## src/rtl/lstb_pkg.sv

```systemverilog
package lstb_pkg;
  localparam int unsigned CNT_W   = 15;
  localparam int unsigned CLR_LSB = 7;
  localparam int unsigned RD_W    = CNT_W - CLR_LSB;
  localparam int unsigned IRQ_N   = 4;
  localparam int unsigned SYNC_N  = 2;
  localparam int unsigned IRQ_BIT [IRQ_N] = '{7, 9, 10, 13};
endpackage

```

## src/rtl/lstb_fall_sync.sv

```systemverilog
module lstb_fall_sync #(
  parameter int unsigned SYNC_N = 2
) (
  input  logic clk_i,
  input  logic rst_ni,
  input  logic lsclk_i,
  output logic fall_o
);
  localparam int unsigned W = SYNC_N + 1;
  logic [W-1:0] sh_q;

  always_ff @(posedge clk_i or negedge rst_ni) begin
    if (!rst_ni) sh_q <= '0;
    else         sh_q <= {sh_q[W-2:0], lsclk_i};
  end

  // last stage is the previous synced value
  assign fall_o = sh_q[W-1] & ~sh_q[W-2];
endmodule

```

## src/rtl/lstb_divider.sv

```systemverilog
module lstb_divider #(
  parameter int unsigned CNT_W   = 15,
  parameter int unsigned CLR_LSB = 7
) (
  input  logic             clk_i,
  input  logic             rst_ni,
  input  logic             step_i,
  input  logic             clr_i,
  output logic [CNT_W-1:0] cnt_o
);
  localparam int unsigned HI_W = CNT_W - CLR_LSB;
  logic [CNT_W-1:0]   cnt_q;
  logic [CLR_LSB-1:0] low_nx;

  assign low_nx = cnt_q[CLR_LSB-1:0] + {{(CLR_LSB-1){1'b0}}, step_i};

  always_ff @(posedge clk_i or negedge rst_ni) begin
    if (!rst_ni)     cnt_q <= '0;
    else if (clr_i)  cnt_q <= {{HI_W{1'b0}}, low_nx};
    else if (step_i) cnt_q <= cnt_q + 1'b1;
  end

  assign cnt_o = cnt_q;
endmodule

```

## src/rtl/lstb_fall_irq.sv

```systemverilog
module lstb_fall_irq
  import lstb_pkg::*;
(
  input  logic             clk_i,
  input  logic             rst_ni,
  input  logic [CNT_W-1:0] cnt_i,
  output logic [IRQ_N-1:0] irq_o
);
  logic [IRQ_N-1:0] prev_q;

  for (genvar g = 0; g < IRQ_N; g++) begin : g_tap
    always_ff @(posedge clk_i or negedge rst_ni) begin
      if (!rst_ni) prev_q[g] <= 1'b0;
      else         prev_q[g] <= cnt_i[IRQ_BIT[g]];
    end
    assign irq_o[g] = prev_q[g] & ~cnt_i[IRQ_BIT[g]];
  end
endmodule

```

## src/rtl/lowspeed_timebase.sv

```systemverilog
module lowspeed_timebase
  import lstb_pkg::*;
(
  input  logic             clk_i,
  input  logic             rst_ni,
  input  logic             lsclk_i,
  input  logic             we_i,
  input  logic             re_i,
  output logic [RD_W-1:0]  rdata_o,
  output logic [CNT_W-1:0] div_o,
  output logic [IRQ_N-1:0] irq_o
);
  logic            step;
  logic [RD_W-1:0] rd_q;

  lstb_fall_sync #(.SYNC_N(SYNC_N)) u_sync (
    .clk_i, .rst_ni, .lsclk_i, .fall_o(step)
  );

  lstb_divider #(.CNT_W(CNT_W), .CLR_LSB(CLR_LSB)) u_div (
    .clk_i, .rst_ni, .step_i(step), .clr_i(we_i), .cnt_o(div_o)
  );

  lstb_fall_irq u_irq (
    .clk_i, .rst_ni, .cnt_i(div_o), .irq_o
  );

  // plain sample; software re-reads to reject a torn value
  always_ff @(posedge clk_i or negedge rst_ni) begin
    if (!rst_ni)   rd_q <= '0;
    else if (re_i) rd_q <= div_o[CNT_W-1:CLR_LSB];
  end

  assign rdata_o = rd_q;
endmodule

```

## config.mk

```make
export PLATFORM = sky130hd
export DESIGN_NAME = lowspeed_timebase
export DESIGN_NICKNAME = d
export VERILOG_FILES = /design/src/rtl/lstb_pkg.sv /design/src/rtl/lstb_fall_sync.sv /design/src/rtl/lstb_divider.sv /design/src/rtl/lstb_fall_irq.sv /design/src/rtl/lowspeed_timebase.sv
export SDC_FILE = /design/constraint.sdc
export NUM_CORES = 1
export LEC_CHECK = 0
export BUFFER_PORTS_ARGS = -buffer_cell sky130_fd_sc_hd__buf_2
export CORE_ASPECT_RATIO = 1.2
export CORE_MARGIN = 5
export CORE_UTILIZATION = 52
export DETAILED_ROUTE_END_ITERATION = 8
export GPL_ROUTABILITY_DRIVEN = 0
export GPL_TIMING_DRIVEN = 0
export PLACE_DENSITY = 0.87
export SLEW_MARGIN = 15
export SYNTH_ARGS = -nofsm -noshare
export SYNTH_HDL_FRONTEND = slang
export SYNTH_SLANG_ARGS = --single-unit
export TNS_END_PERCENT = 5
```

## constraint.sdc

```tcl
create_clock -name clk_i -period 1.9 [get_ports clk_i]
set_clock_uncertainty 0.15 [all_clocks]
set_input_delay 0 -clock clk_i [delete_from_list [all_inputs] [get_ports clk_i]]
set_output_delay 0 -clock clk_i [all_outputs]
set_load 0.005 [all_outputs]
```

[Yosys cells after proc, flatten, opt, wreduce, memory -nomap -nowiden]
Cells that the tools add are included.
W data, S select, Z words.
Word-level totals
  register bits after elaboration: 30
  logic and storage cells: 22
  memory bits (read-only): 0
  bits in writable memories: 0
  bits in latches: 0
  output and inout port bits: 27
  memories: 0
Cells by class
  div/mod/pow operators: 0
  mux-type cells: 2
  $mul: 0
  eq/ne operators: 0
  reduce and logical (&&, ||, !) cells: 1
  bitwise logic cells: 10
  order comparisons: 0
  shift operators: 0
  $add $sub $neg: 2
Operators with widths (count)
  $mux W15: 2
  $add A15 B1 Y15 const B: 1
  $add A7 B1 Y7: 1
  $and A1 B1 Y1: 5
  $not A1 Y1: 5
  $reduce_bool A2 Y1: 1

[Longest topological paths before layout]
Gate-level depths: netlist of the first run.
  word-level depth: 4
  gate-level depth with buffers: 8
  gate-level depth less buffers: 7

[Cells and area by module]
Synthesis of the first run repeated with hierarchy kept, for this count alone.
Second synthesis, totals
  cells, all modules: 107
  area total of the unflattened synthesis: 1388.8 µm²
By module, submodules not included
  lstb_divider: area an instance 813.3 µm², cells each 78, sequential area each 375.4 µm², instances 1
  lowspeed_timebase: area an instance 331.6 µm², cells each 17, sequential area each 200.2 µm², instances 1
  lstb_fall_irq: area an instance 155.1 µm², cells each 8, sequential area each 100.1 µm², instances 1
  lstb_fall_sync: area an instance 88.8 µm², cells each 4, sequential area each 75.1 µm², instances 1

[Worst setup path before layout of the first run]
No wires, ideal clock.
  kind: register to register
  from: register u_sync.sh_q[2]
  to: register u_div.cnt_q[4], in the netlist u_div.cnt_o[4]
  arrival: 1400 ps
  buffers on the path: 1
  clock period less this slack: 1677 ps
  required time: 1622 ps
  stages on the path, launching flop included: 9
  path slack: 223 ps
  setup time: 128 ps
  cells stage by stage: dfrtp_1 nand2b_1 clkbuf_1 inv_1 ha_1 ha_1 nand2_1 a21oi_1 xor2_1
Between the ends
  cells in the longest elaborated chain, start to end: 3
Ends and longest elaborated chain
  from (decl): line lstb_fall_sync.sv:10  | logic [W-1:0] sh_q;
  from (signal assigned): line lstb_fall_sync.sv:14  | else sh_q <= {sh_q[W-2:0], lsclk_i};
  $and A1 B1 Y1 (*): line lstb_fall_sync.sv:18  | assign fall_o = sh_q[W-1] & ~sh_q[W-2];
  $add A7 B1 Y7: line lstb_divider.sv:15  | assign low_nx = cnt_q[CLR_LSB-1:0] + {{(CLR_LSB-1){1'b0}}, step_i};
  $mux W15: line lstb_divider.sv:19  | else if (clr_i) cnt_q <= {{HI_W{1'b0}}, low_nx};
  to (signal assigned): line lstb_divider.sv:19
  to (signal assigned): line lstb_divider.sv:20  | else if (step_i) cnt_q <= cnt_q + 1'b1;
  to (decl): line lstb_divider.sv:12  | logic [CNT_W-1:0] cnt_q;
Every way passes the cells marked *; elsewhere a longest branch is shown, timed or not.
A chain may end at the register's enable or synchronous reset.

[Final worst setup path of the first run]
  from: register u_div.cnt_q[0], in the netlist u_div.cnt_o[0]
  to: register u_div.cnt_q[8], in the netlist u_div.cnt_o[8]
Between the ends
  cells in the longest elaborated chain, start to end: 3
Ends and longest elaborated chain (line)
  $add A15 B1 Y15: lstb_divider.sv:20
  $mux W15: lstb_divider.sv:20
  $mux W15: lstb_divider.sv:19
Every way passes these cells. The select of a mux whose other input is x is not followed.

==> reports/metrics.cfg, run 1 <==
[status]
outcome=completed

[power]
p_per_area_nw_per_um2=787
power_frac_seq=0.603
p_switching_mw=0.358
internal_power_mw=0.907
power_frac_comb=0.134
swShare=0.283
leakage_nw=0.842
peakVddDrop_v=0.000699
clkPwrFrac=0.263

[flow_run]
maxCapViolCount=0

[setup_path]
crit_required_ns=1.99
critPathArrivalTime_ns=1.90
path_cells=ha_1 > nand4b_1 > or4_1 > a21oi_1
path_class=flip-flop to flip-flop
start_kind=flip-flop
reg2regPathDepth=4
path_delay_family=simple AND/OR/NAND/NOR gates
worst_path_max_delay_cell=or4_1
r2r_slack_ns=0.09
cp-end-kind=flip-flop
worst-path-max-fanout=6
cp_num_cells=4
slowest_delay_ns=0.49
cp.buffers_inverters=0

[sta]
setup_viol=0
fin_crit_sh=0.952
report.final.slew_viol_count=0
worst_pin_slew_ns=0.639
relSlewSlack=0.574
grt_setup_unrepaired=false
setup_tns_ns=0
hold_viol=0
fmax_mhz=553
finalCriticalPeriod_ns=1.81

[cts]
cts_tree=done
postCtsSetupRepairBufs=0
root_buffer=clkbuf_4
cts_inserted_buffers=5
clk_latency_ns=0.32
htreeDepth=2
cts_num_sinks=30
path_clk_slew_ns=0.08
cts_buffer_depth=2

[synthesis]
yosysSeqAreaShare=0.558
netlist_instances=114
dominantRegCellSynth=dfrtp_1
yosys_warnings=0
syn-num-nets=122
synth_cell_types=22
synth_area_um2=1350
synth_edf_count=0
ys_async_sr_fraction=1.00
synth_seq_cells=30
syn_avg_cell_area_um2=11.8

[floorplan]
fp.dieH_um=65.7
core_um2=2500
ios=32
row_count=20
fp.dieW_um=56.4
start_util=0.538
die-area_um2=3710

[placed_design]
dp_hpwl_um=1910
port_buffers=30

[routing]
detail_route.first_pass.iterations=4
ant_nets=0
route.vias.total=1006
wl_um=2620
wl_per_cell_um=14.2
vias_per_cell=5.44
drc_errors=0
drtIter0Drc=31

[hold_path]
min_path_cells=4
hold_path.class=input pin to flip-flop

[global_routing]
grt_pass1_wl_um=4710
grt_pass1_vias=1065
grt_start_max_net_pins=31
grt_util_all_layers=0.166
gr-total-overflow=0
antenna_found_initial=0

[cells_and_area]
final_util=0.643
syn_to_final_growth_pct=19.5
drive_gt1_frac=0.349
n_antenna_cell=0
fillers=214
fin_nets=160

-- final cells by class --
class                      instances  area, um2  share of cell area
timing repair buffer              32        170               0.106
sequential                        30        752               0.468
inverter                           3       11.3             0.00700
clock buffer                       7       45.0              0.0280
tap                               33       41.3              0.0257
multi-input combinational         76        566               0.352
buffer                             4       22.5              0.0140
-- cell usage in the layout, fill, tap and decap left out, types with 2 or more instances in the layout --
master / count
a21oi_1: 7
buf_2: 30
clkbuf_1: 5
clkbuf_4: 5
dfrtp_1: 29
dlygate4sd3_1: 2
ha_1: 3
inv_1: 3
mux2_2: 13
nand2_1: 8
nand3_1: 3
nand4_1: 2
nand4b_1: 2
nand4bb_1: 2
nor2_1: 6
nor2b_1: 8
nor4_1: 4
o21ai_0: 2
o31ai_1: 3
or4_1: 3
xor2_1: 6
-- worst paths after layout --
check	end	from
max	u_div.cnt_o[8]	u_div.cnt_o[0]
min	u_div.cnt_o[5]	we_i
max reg2reg	u_div.cnt_o[8]	u_div.cnt_o[0]
min reg2reg	u_sync.sh_q[1]	u_sync.sh_q[0]
max in group asynchronous	u_div.cnt_o[1]	rst_ni
min in group asynchronous	u_div.cnt_o[5]	rst_ni
-- layer usage --
metal	share of wire	global-route usage	wire, um	vias to the layer above
li1	-	-	-	485
met1	0.40	0.169	1040	493
met2	0.52	0.299	1370	22
met3	0.061	0.0668	160	6
met4	0.018	0.0623	48	0
met5	0	0	0	-
-- metrics by stage --
stage | total power [mW] | std cells | worst slack [ns] | hold WS [ns] | instance area, um2
5_1_grt | 1.34 | 185 | 0.0115 | 0.0342 | 1610
4_1_cts | 1.28 | 186 | 0.0345 | 0.0250 | 1600
2_1_floorplan | 0.851 | 114 | 0.223 | -0.446 | 1350
3_3_place_gp | 0.928 | 177 | 0.0845 | -0.0941 | 1540
3_5_place_dp | 0.940 | 177 | 0.0648 | -0.0835 | 1540
6_report | 1.26 | 185 | 0.0908 | 0.0271 | 1610
-- worst register-to-register path: cells and delay by family, from the launching register on --
| family | cells | cell delay [ns] |
|---|---|---|
| AOI/OAI and AO/OA | 1 | 0.18 |
| DFF | 1 | 0.45 |
| and+or+nand+nor | 2 | 0.72 |
| adders and majority gates | 1 | 0.24 |
-- logic make-up (layout without fill, tap and decap cells) --
| kind of cell | count (synthesis) | count (layout) | synth area share |
|---|---|---|---|
| AND/OR/NAND/NOR | 41 | 41 | 0.180 |
| multiplexers | 14 | 14 | 0.116 |
| buffers and inverters | 8 | 46 | 0.0279 |
| adder cells (fa/ha/maj) | 3 | 3 | 0.0279 |
| flip-flops | 30 | 30 | 0.558 |
| XOR/XNOR | 6 | 6 | 0.0391 |
| AO/OA/AOI/OAI | 12 | 12 | 0.0502 |
-- Yosys cell counts (2+ instances only) --
master | number | area [um2]
mux2_2 | 13 | 146
nor2b_1 | 8 | 50.1
nand4bb_1 | 2 | 22.5
dfrtp_1 | 30 | 751
ha_1 | 3 | 37.5
nand3_1 | 3 | 15.0
xor2_1 | 6 | 52.6
nor2_1 | 6 | 22.5
nand4_1 | 2 | 12.5
o21ai_0 | 2 | 10.0
o31ai_1 | 3 | 22.5
a21oi_1 | 7 | 35.0
nand2_1 | 8 | 30.0
inv_1 | 3 | 11.3
nand4b_1 | 2 | 17.5
or4_1 | 3 | 22.5
nor4_1 | 5 | 31.3
clkbuf_1 | 4 | 15.0
-- state kept, by name, summed over array words and instances (netlist names) --
register / count
u_irq.prev_q: 4
rdata_o: 8
u_div.cnt_o: 15
u_sync.sh_q: 3
-- power groups by stage --
stage	combinational [mW]	clock [mW]	sequential, mW
after floorplan	0.0879	0	0.763
after CTS	0.174	0.349	0.760
after detailed placement	0.167	0	0.772
after global routing	0.198	0.371	0.773
after global placement	0.163	0	0.765
final	0.170	0.332	0.763
-- what timing repair did --
| action | 4_1_cts | 5_1_grt |
|---|---|---|
| hold endpoints to repair | 31 | 0 |
| hold buffers | 2 | 0 |
| setup endpoints to repair | 0 | 7 |
| gates resized for setup | 0 | 3 |
Power figures use the tool's default switching activity.
==> run 2: changes to the inputs <==
--- a/config.mk
+++ b/config.mk
@@ -6,7 +6,6 @@
 export NUM_CORES = 1
 export LEC_CHECK = 0
 export BUFFER_PORTS_ARGS = -buffer_cell sky130_fd_sc_hd__buf_2
-export CORE_ASPECT_RATIO = 1.2
 export CORE_MARGIN = 5
 export CORE_UTILIZATION = 52
 export DETAILED_ROUTE_END_ITERATION = 8
==> reports/metrics.cfg, run 2 (same netlist as run 1, synthesis figures left out) <==
[cells_and_area]
layout_common_cells=buf_2 (30), dfrtp_1 (29), mux2_2 (13)  ; unchanged
syn_to_final_growth_pct=21.1  ; was 19.5%
largest_reg_flops=15  ; unchanged
drive_gt1_frac=0.357  ; was 0.349
final_common_cell=buf_2  ; unchanged
n_antenna_cell=0  ; unchanged
fin_cells=184  ; was 185
fin_nets=161  ; was 160

[floorplan]
core_um2=2480  ; was 2500 um2
row_count=18  ; was 20
fp.dieW_um=60.9  ; was 56.4 um
fp.dieH_um=60.9  ; was 65.7 um
start_util=0.543  ; was 0.538
ios=32  ; unchanged
die-area_um2=3700  ; was 3710 um2

[sta]
relSlewSlack=0.570  ; was 0.574
hold_viol=0  ; unchanged
fin_crit_sh=0.937  ; was 0.952
holdWs_ns=0.0275  ; was 0.0271 ns
worst_pin_slew_ns=0.646  ; was 0.639 ns
grt_setup_unrepaired=false  ; unchanged
finalCriticalPeriod_ns=1.78  ; was 1.81 ns
fmax_mhz=562  ; was 553 MHz
worst_slack_ns=0.120  ; was 0.0908 ns
setup_tns_ns=0  ; unchanged
setup_viol=0  ; unchanged
report.final.slew_viol_count=0  ; unchanged

[setup_path]
start_kind=flip-flop  ; unchanged
reg2regPathDepth=4  ; unchanged
path_class=flip-flop to flip-flop  ; unchanged
cp-end-kind=flip-flop  ; unchanged
worst-path-max-fanout=6  ; unchanged
slowest_delay_ns=0.46  ; was 0.49 ns
worstReg2RegStart=u_div.cnt_o[0]  ; unchanged
critPathArrivalTime_ns=1.86  ; was 1.90 ns
crit_required_ns=1.98  ; was 1.99 ns
worst_path_max_delay_cell=dfrtp_1  ; was or4_1
path_cells=ha_1 > nand4b_1 > nor4_2 > mux2_2  ; was ha_1 > nand4b_1 > or4_1 > a21oi_1
r2r_end=u_div.cnt_o[12]  ; was u_div.cnt_o[8]
r2r_slack_ns=0.12  ; was 0.09 ns

[cts]
cts_num_sinks=30  ; unchanged
path_clk_slew_ns=0.09  ; was 0.08 ns
root_buffer=clkbuf_4  ; unchanged
clk_latency_ns=0.33  ; was 0.32 ns
cts_inserted_buffers=5  ; unchanged
cts_buffer_depth=2  ; unchanged
htreeDepth=2  ; unchanged
cts_tree=done  ; unchanged

[hold_path]
min_to=rdata_o[6]  ; was u_div.cnt_o[5]
hold_start=re_i  ; was we_i
hold_path.class=input pin to flip-flop  ; unchanged
min_path_cells=2  ; was 4

[power]
power_frac_seq=0.574  ; was 0.603
swShare=0.284  ; was 0.283
power_frac_comb=0.131  ; was 0.134
peakVddDrop_v=0.000776  ; was 0.000699 V
clkPwrFrac=0.295  ; was 0.263
internal_power_mw=0.950  ; was 0.907 mW
total_power_mw=1.33  ; was 1.26 mW
leakage_nw=0.856  ; was 0.842 nW
p_per_area_nw_per_um2=815  ; was 787 nW/um2
p_switching_mw=0.377  ; was 0.358 mW

[global_routing]
grt_pass1_vias=1012  ; was 1,065
grt_start_max_net_pins=31  ; unchanged
grt_pass1_wl_um=4600  ; was 4710 um
gr-total-overflow=0  ; unchanged
antenna_found_initial=0  ; unchanged
grt_util_all_layers=0.175  ; was 0.166

[routing]
wl_per_cell_um=14.5  ; was 14.2 um
wl_um=2680  ; was 2620 um
detail_route.first_pass.iterations=4  ; unchanged
vias_per_cell=5.41  ; was 5.44
drc_errors=0  ; unchanged
route.vias.total=996  ; was 1,006
ant_nets=0  ; unchanged
drtIter0Drc=13  ; was 31

[flow_run]
maxCapViolCount=0  ; unchanged

[placed_design]
pre_cts_slack_ns=0.0544  ; was 0.0648 ns
dp_cells=174  ; was 177
port_buffers=30  ; unchanged
dp_hpwl_um=1910  ; about the same

[status]
outcome=completed  ; unchanged

[run 2: changes by cell type in the layout (fill, tap and decap cells not counted)]
cell           before  now
clkbuf_1            5    4
clkbuf_8            0    1
clkinv_2            0    1
dlygate4sd3_1       2    3
[run 2: worst max-delay path: cells and delay by family, from the launching register on]
kind / cells / cell delay [ns]
adder cells (fa/ha/maj): 1 / 0.24
multiplexers: 1 / 0.36
AND/OR/NAND/NOR: 2 / 0.47
flip-flops: 1 / 0.46
[run 2: cell type report]
cell class / instances / area [um2]
clock buffer: 7 / 55.1
fill: 201 / 848
inverter: 3 / 11.3
multi-input combinational: 76 / 566
sequential: 30 / 752
buffer: 4 / 22.5
timing repair buffer: 33 / 180
clock inverter: 1 / 5.00
tap: 30 / 37.5
[run 2: timing repair]
item,4_1_cts,5_1_grt
hold buffers,3,0
buffers inserted,0,0
hold endpoints to repair,32,0
setup endpoints to repair,0,5
resized for setup,0,3
[run 2: worst max-delay path by stage]
| stage | start | to | slack (ns) | cells after the start |
|---|---|---|---|---|
| 6_report | u_div.cnt_o[0] | u_div.cnt_o[12] | 0.12 | 4 |
| 5_1_grt | u_div.cnt_o[0] | u_div.cnt_o[12] | 0.0003 | 4 |
| 4_1_cts | u_sync.sh_q[2] | u_div.cnt_o[6] | 0.03 | 8 |
| 3_5_place_dp | u_div.cnt_o[1] | u_div.cnt_o[12] | 0.05 | 4 |
| 3_3_place_gp | u_sync.sh_q[1] | u_div.cnt_o[6] | 0.08 | 8 |
| 2_1_floorplan | u_sync.sh_q[2] | u_div.cnt_o[4] | 0.22 | 8 |
[run 2: power by group through the flow]
stage               clock (mW)  combinational [mW]  sequential, mW
global placement             0               0.163           0.764
finish                   0.391               0.175           0.761
floorplan                    0              0.0879           0.763
global route             0.439               0.197           0.771
CTS                      0.405               0.179           0.757
detailed placement           0               0.172           0.769
[run 2: per-stage QoR]
| stage | utilization | area (um2) |
|---|---|---|
| floorplan | - | 1350 |
| global placement | 0.619 | 1530 |
| detailed placement | 0.619 | 1530 |
| CTS | 0.655 | 1620 |
| global route | 0.658 | 1630 |
| finish | 0.658 | 1630 |
[run 2: routing by layer]
| metal | up-vias | part of all wire | GRT usage |
|---|---|---|---|
| met5 | - | 0 | 0 |
| met4 | 0 | 0.016 | 0.0712 |
| met3 | 6 | 0.085 | 0.0915 |
| met2 | 28 | 0.49 | 0.290 |
| met1 | 478 | 0.41 | 0.189 |
| li1 | 484 | - | - |
==> run 3: changes to the inputs <==
--- a/config.mk
+++ b/config.mk
@@ -7,11 +7,11 @@
 export LEC_CHECK = 0
 export BUFFER_PORTS_ARGS = -buffer_cell sky130_fd_sc_hd__buf_2
 export CORE_MARGIN = 5
-export CORE_UTILIZATION = 52
+export CORE_UTILIZATION = 56
 export DETAILED_ROUTE_END_ITERATION = 8
 export GPL_ROUTABILITY_DRIVEN = 0
 export GPL_TIMING_DRIVEN = 0
-export PLACE_DENSITY = 0.87
+export PLACE_DENSITY = 0.92
 export SLEW_MARGIN = 15
 export SYNTH_ARGS = -nofsm -noshare
 export SYNTH_HDL_FRONTEND = slang
==> constraint.sdc (replaced) <==
create_clock -name clk_i -period 2.1 [get_ports clk_i]
set_clock_uncertainty 0.15 [all_clocks]
set_input_delay 0 -clock clk_i [delete_from_list [all_inputs] [get_ports clk_i]]
set_output_delay 0 -clock clk_i [all_outputs]
set_load 0.005 [all_outputs]
==> reports/metrics.cfg, run 3 (same netlist as run 1, synthesis figures left out) <==
[setup_path]
critPathMostFrequentCell=ha_1
worst_path_max_delay_cell=dfrtp_1  ; unchanged
path_cells=nand2b_1 > clkbuf_1 > inv_1 > ha_1 > ha_1 > nand2_1 > a21oi_1 > xor2_1  ; was ha_1 > nand4b_1 > nor4_2 > mux2_2
crit_required_ns=2.15  ; was 1.98 ns
slowest_delay_ns=0.40  ; was 0.46 ns
start_kind=flip-flop  ; unchanged
critPathArrivalTime_ns=1.91  ; was 1.86 ns
worst-path-max-fanout=7  ; was 6
path_class=flip-flop to flip-flop  ; unchanged
r2r_slack_ns=0.23  ; was 0.12 ns
cp-end-kind=flip-flop  ; unchanged

[status]
outcome=completed  ; unchanged

[cells_and_area]
layout_common_cells=buf_2 (30), dfrtp_1 (30), mux2_2 (13)  ; was buf_2 (30), dfrtp_1 (29), mux2_2 (13)
fillers=186  ; was 201
register_area_um2=751  ; was 752 um2
multi_input_area_um2=557  ; was 566 um2
fin_nets=161  ; unchanged
drive_gt1_frac=0.327  ; was 0.357
syn_to_final_growth_pct=18.6  ; was 21.1%
final_cell_area_um2=1600  ; was 1630 um2
n_antenna_cell=0  ; unchanged
largest_reg_flops=15  ; unchanged

[routing]
vias_per_cell=5.52  ; was 5.41
drc_errors=0  ; unchanged
detail_route.first_pass.iterations=4  ; unchanged
ant_nets=0  ; unchanged
drtIter0Drc=29  ; was 13
route.vias.total=1000  ; was 996
wl_um=2670  ; was 2680 um
wl_per_cell_um=14.7  ; was 14.5 um

[sta]
worst_pin_slew_ns=0.641  ; was 0.646 ns
fin_crit_sh=0.889  ; was 0.937
hold_viol=0  ; unchanged
report.final.slew_viol_count=0  ; unchanged
fmax_mhz=536  ; was 562 MHz
setup_viol=0  ; unchanged
grt_setup_unrepaired=false  ; unchanged
setup_tns_ns=0  ; unchanged
finalCriticalPeriod_ns=1.87  ; was 1.78 ns
relSlewSlack=0.573  ; was 0.570

[cts]
cts_num_sinks=30  ; unchanged
cts_buffer_depth=2  ; unchanged
htreeDepth=2  ; unchanged
cts_inserted_buffers=5  ; unchanged
root_buffer=clkbuf_4  ; unchanged
cts_resized=0  ; unchanged
cts_tree=done  ; unchanged
clk_latency_ns=0.32  ; was 0.33 ns
path_clk_slew_ns=0.08  ; was 0.09 ns

[floorplan]
fp.dieH_um=59.0  ; was 60.9 um
ios=32  ; unchanged
start_util=0.597  ; was 0.543
row_count=17  ; was 18
die-area_um2=3480  ; was 3700 um2
core_um2=2250  ; was 2480 um2
fp.dieW_um=59.0  ; was 60.9 um

[global_routing]
grt_start_max_net_pins=31  ; unchanged
grt_util_all_layers=0.175  ; about the same
grt_pass1_wl_um=4550  ; was 4600 um
gr-total-overflow=0  ; unchanged
antenna_found_initial=0  ; unchanged
grt_pass1_vias=1048  ; was 1,012

[flow_run]
maxCapViolCount=0  ; unchanged

[power]
power_frac_seq=0.601  ; was 0.574
peakVddDrop_v=0.000608  ; was 0.000776 V
p_per_area_nw_per_um2=715  ; was 815 nW/um2
leakage_nw=0.844  ; was 0.856 nW
power_frac_comb=0.137  ; was 0.131
clkPwrFrac=0.262  ; was 0.295
internal_power_mw=0.820  ; was 0.950 mW
p_switching_mw=0.321  ; was 0.377 mW
swShare=0.281  ; was 0.284

[placed_design]
dpl_cell_area_um2=1530  ; about the same
dp_hpwl_um=2000  ; was 1910 um
port_buffers=30  ; unchanged

[hold_path]
hold_path.class=input pin to flip-flop  ; unchanged

==> run 3: changes by cell type in the layout (fill, tap and decap cells not counted), sizes merged <==
cell,change
clkbuf,+1
dlygate4sd3,-1
clkinv,-1
==> run 3: final timing paths <==
path / depth (start not counted) / from / to
setup / recovery: 8 / u_sync.sh_q[1] / u_div.cnt_o[6]
hold / removal: 4 / we_i / u_div.cnt_o[5]
setup reg to reg: 8 / u_sync.sh_q[1] / u_div.cnt_o[6]
hold reg to reg: 0 / u_sync.sh_q[0] / u_sync.sh_q[1]
max in group asynchronous: 2 / rst_ni / u_div.cnt_o[13]
min in group asynchronous: 2 / rst_ni / u_irq.prev_q[0]
==> run 3: power by group through the flow <==
| stage | Sequential [mW] | Clock [mW] | Combinational (mW) |
|---|---|---|---|
| 6_report | 0.685 | 0.299 | 0.157 |
| 5_1_grt | 0.696 | 0.340 | 0.178 |
| 4_1_cts | 0.685 | 0.310 | 0.161 |
| 3_5_place_dp | 0.697 | 0 | 0.157 |
| 3_3_place_gp | 0.691 | 0 | 0.147 |
| 2_1_floorplan | 0.691 | 0 | 0.0796 |
==> run 3: cell type report <==
cell class / count / area share
Sequential cell: 30 / 0.471
Multi-Input combinational cell: 76 / 0.349
Timing Repair Buffer: 32 / 0.107
Clock buffer: 7 / 0.0282
Tap cell: 28 / 0.0220
Buffer: 5 / 0.0165
Inverter: 3 / 0.00706
==> run 3: what timing repair did <==
action                                 CTS  global route
buffers inserted                         0             0
endpoints found under the hold margin   31             0
hold buffers                             2             0
==> run 3: metal layers <==
metal	part of all wire	vias up	track usage
met4	0.0094	0	0.0388
li1	-	479	-
met1	0.39	495	0.197
met2	0.53	23	0.317
met5	0	-	0
met3	0.066	3	0.0632
==> run 3: worst max-delay path: cells and delay by family, from the launching register on <==
kind / cells / cell delay [ns]
flip-flops: 1 / 0.40
adder cells (fa/ha/maj): 2 / 0.39
buffers and inverters: 2 / 0.37
AND/OR/NAND/NOR: 2 / 0.22
XOR/XNOR: 1 / 0.15
AO/OA/AOI/OAI: 1 / 0.08
==> run 3: per-stage QoR <==
step	total power, mW	utilization	worst slack (ns)	hold WS (ns)	cells
2_1_floorplan	0.770	-	0.423	-0.446	114
3_3_place_gp	0.838	0.679	0.287	-0.102	172
3_5_place_dp	0.853	0.679	0.257	-0.0919	172
4_1_cts	1.16	0.708	0.236	0.0123	181
5_1_grt	1.21	0.708	0.102	0.0203	181
6_report	1.14	0.708	0.233	0.0146	181
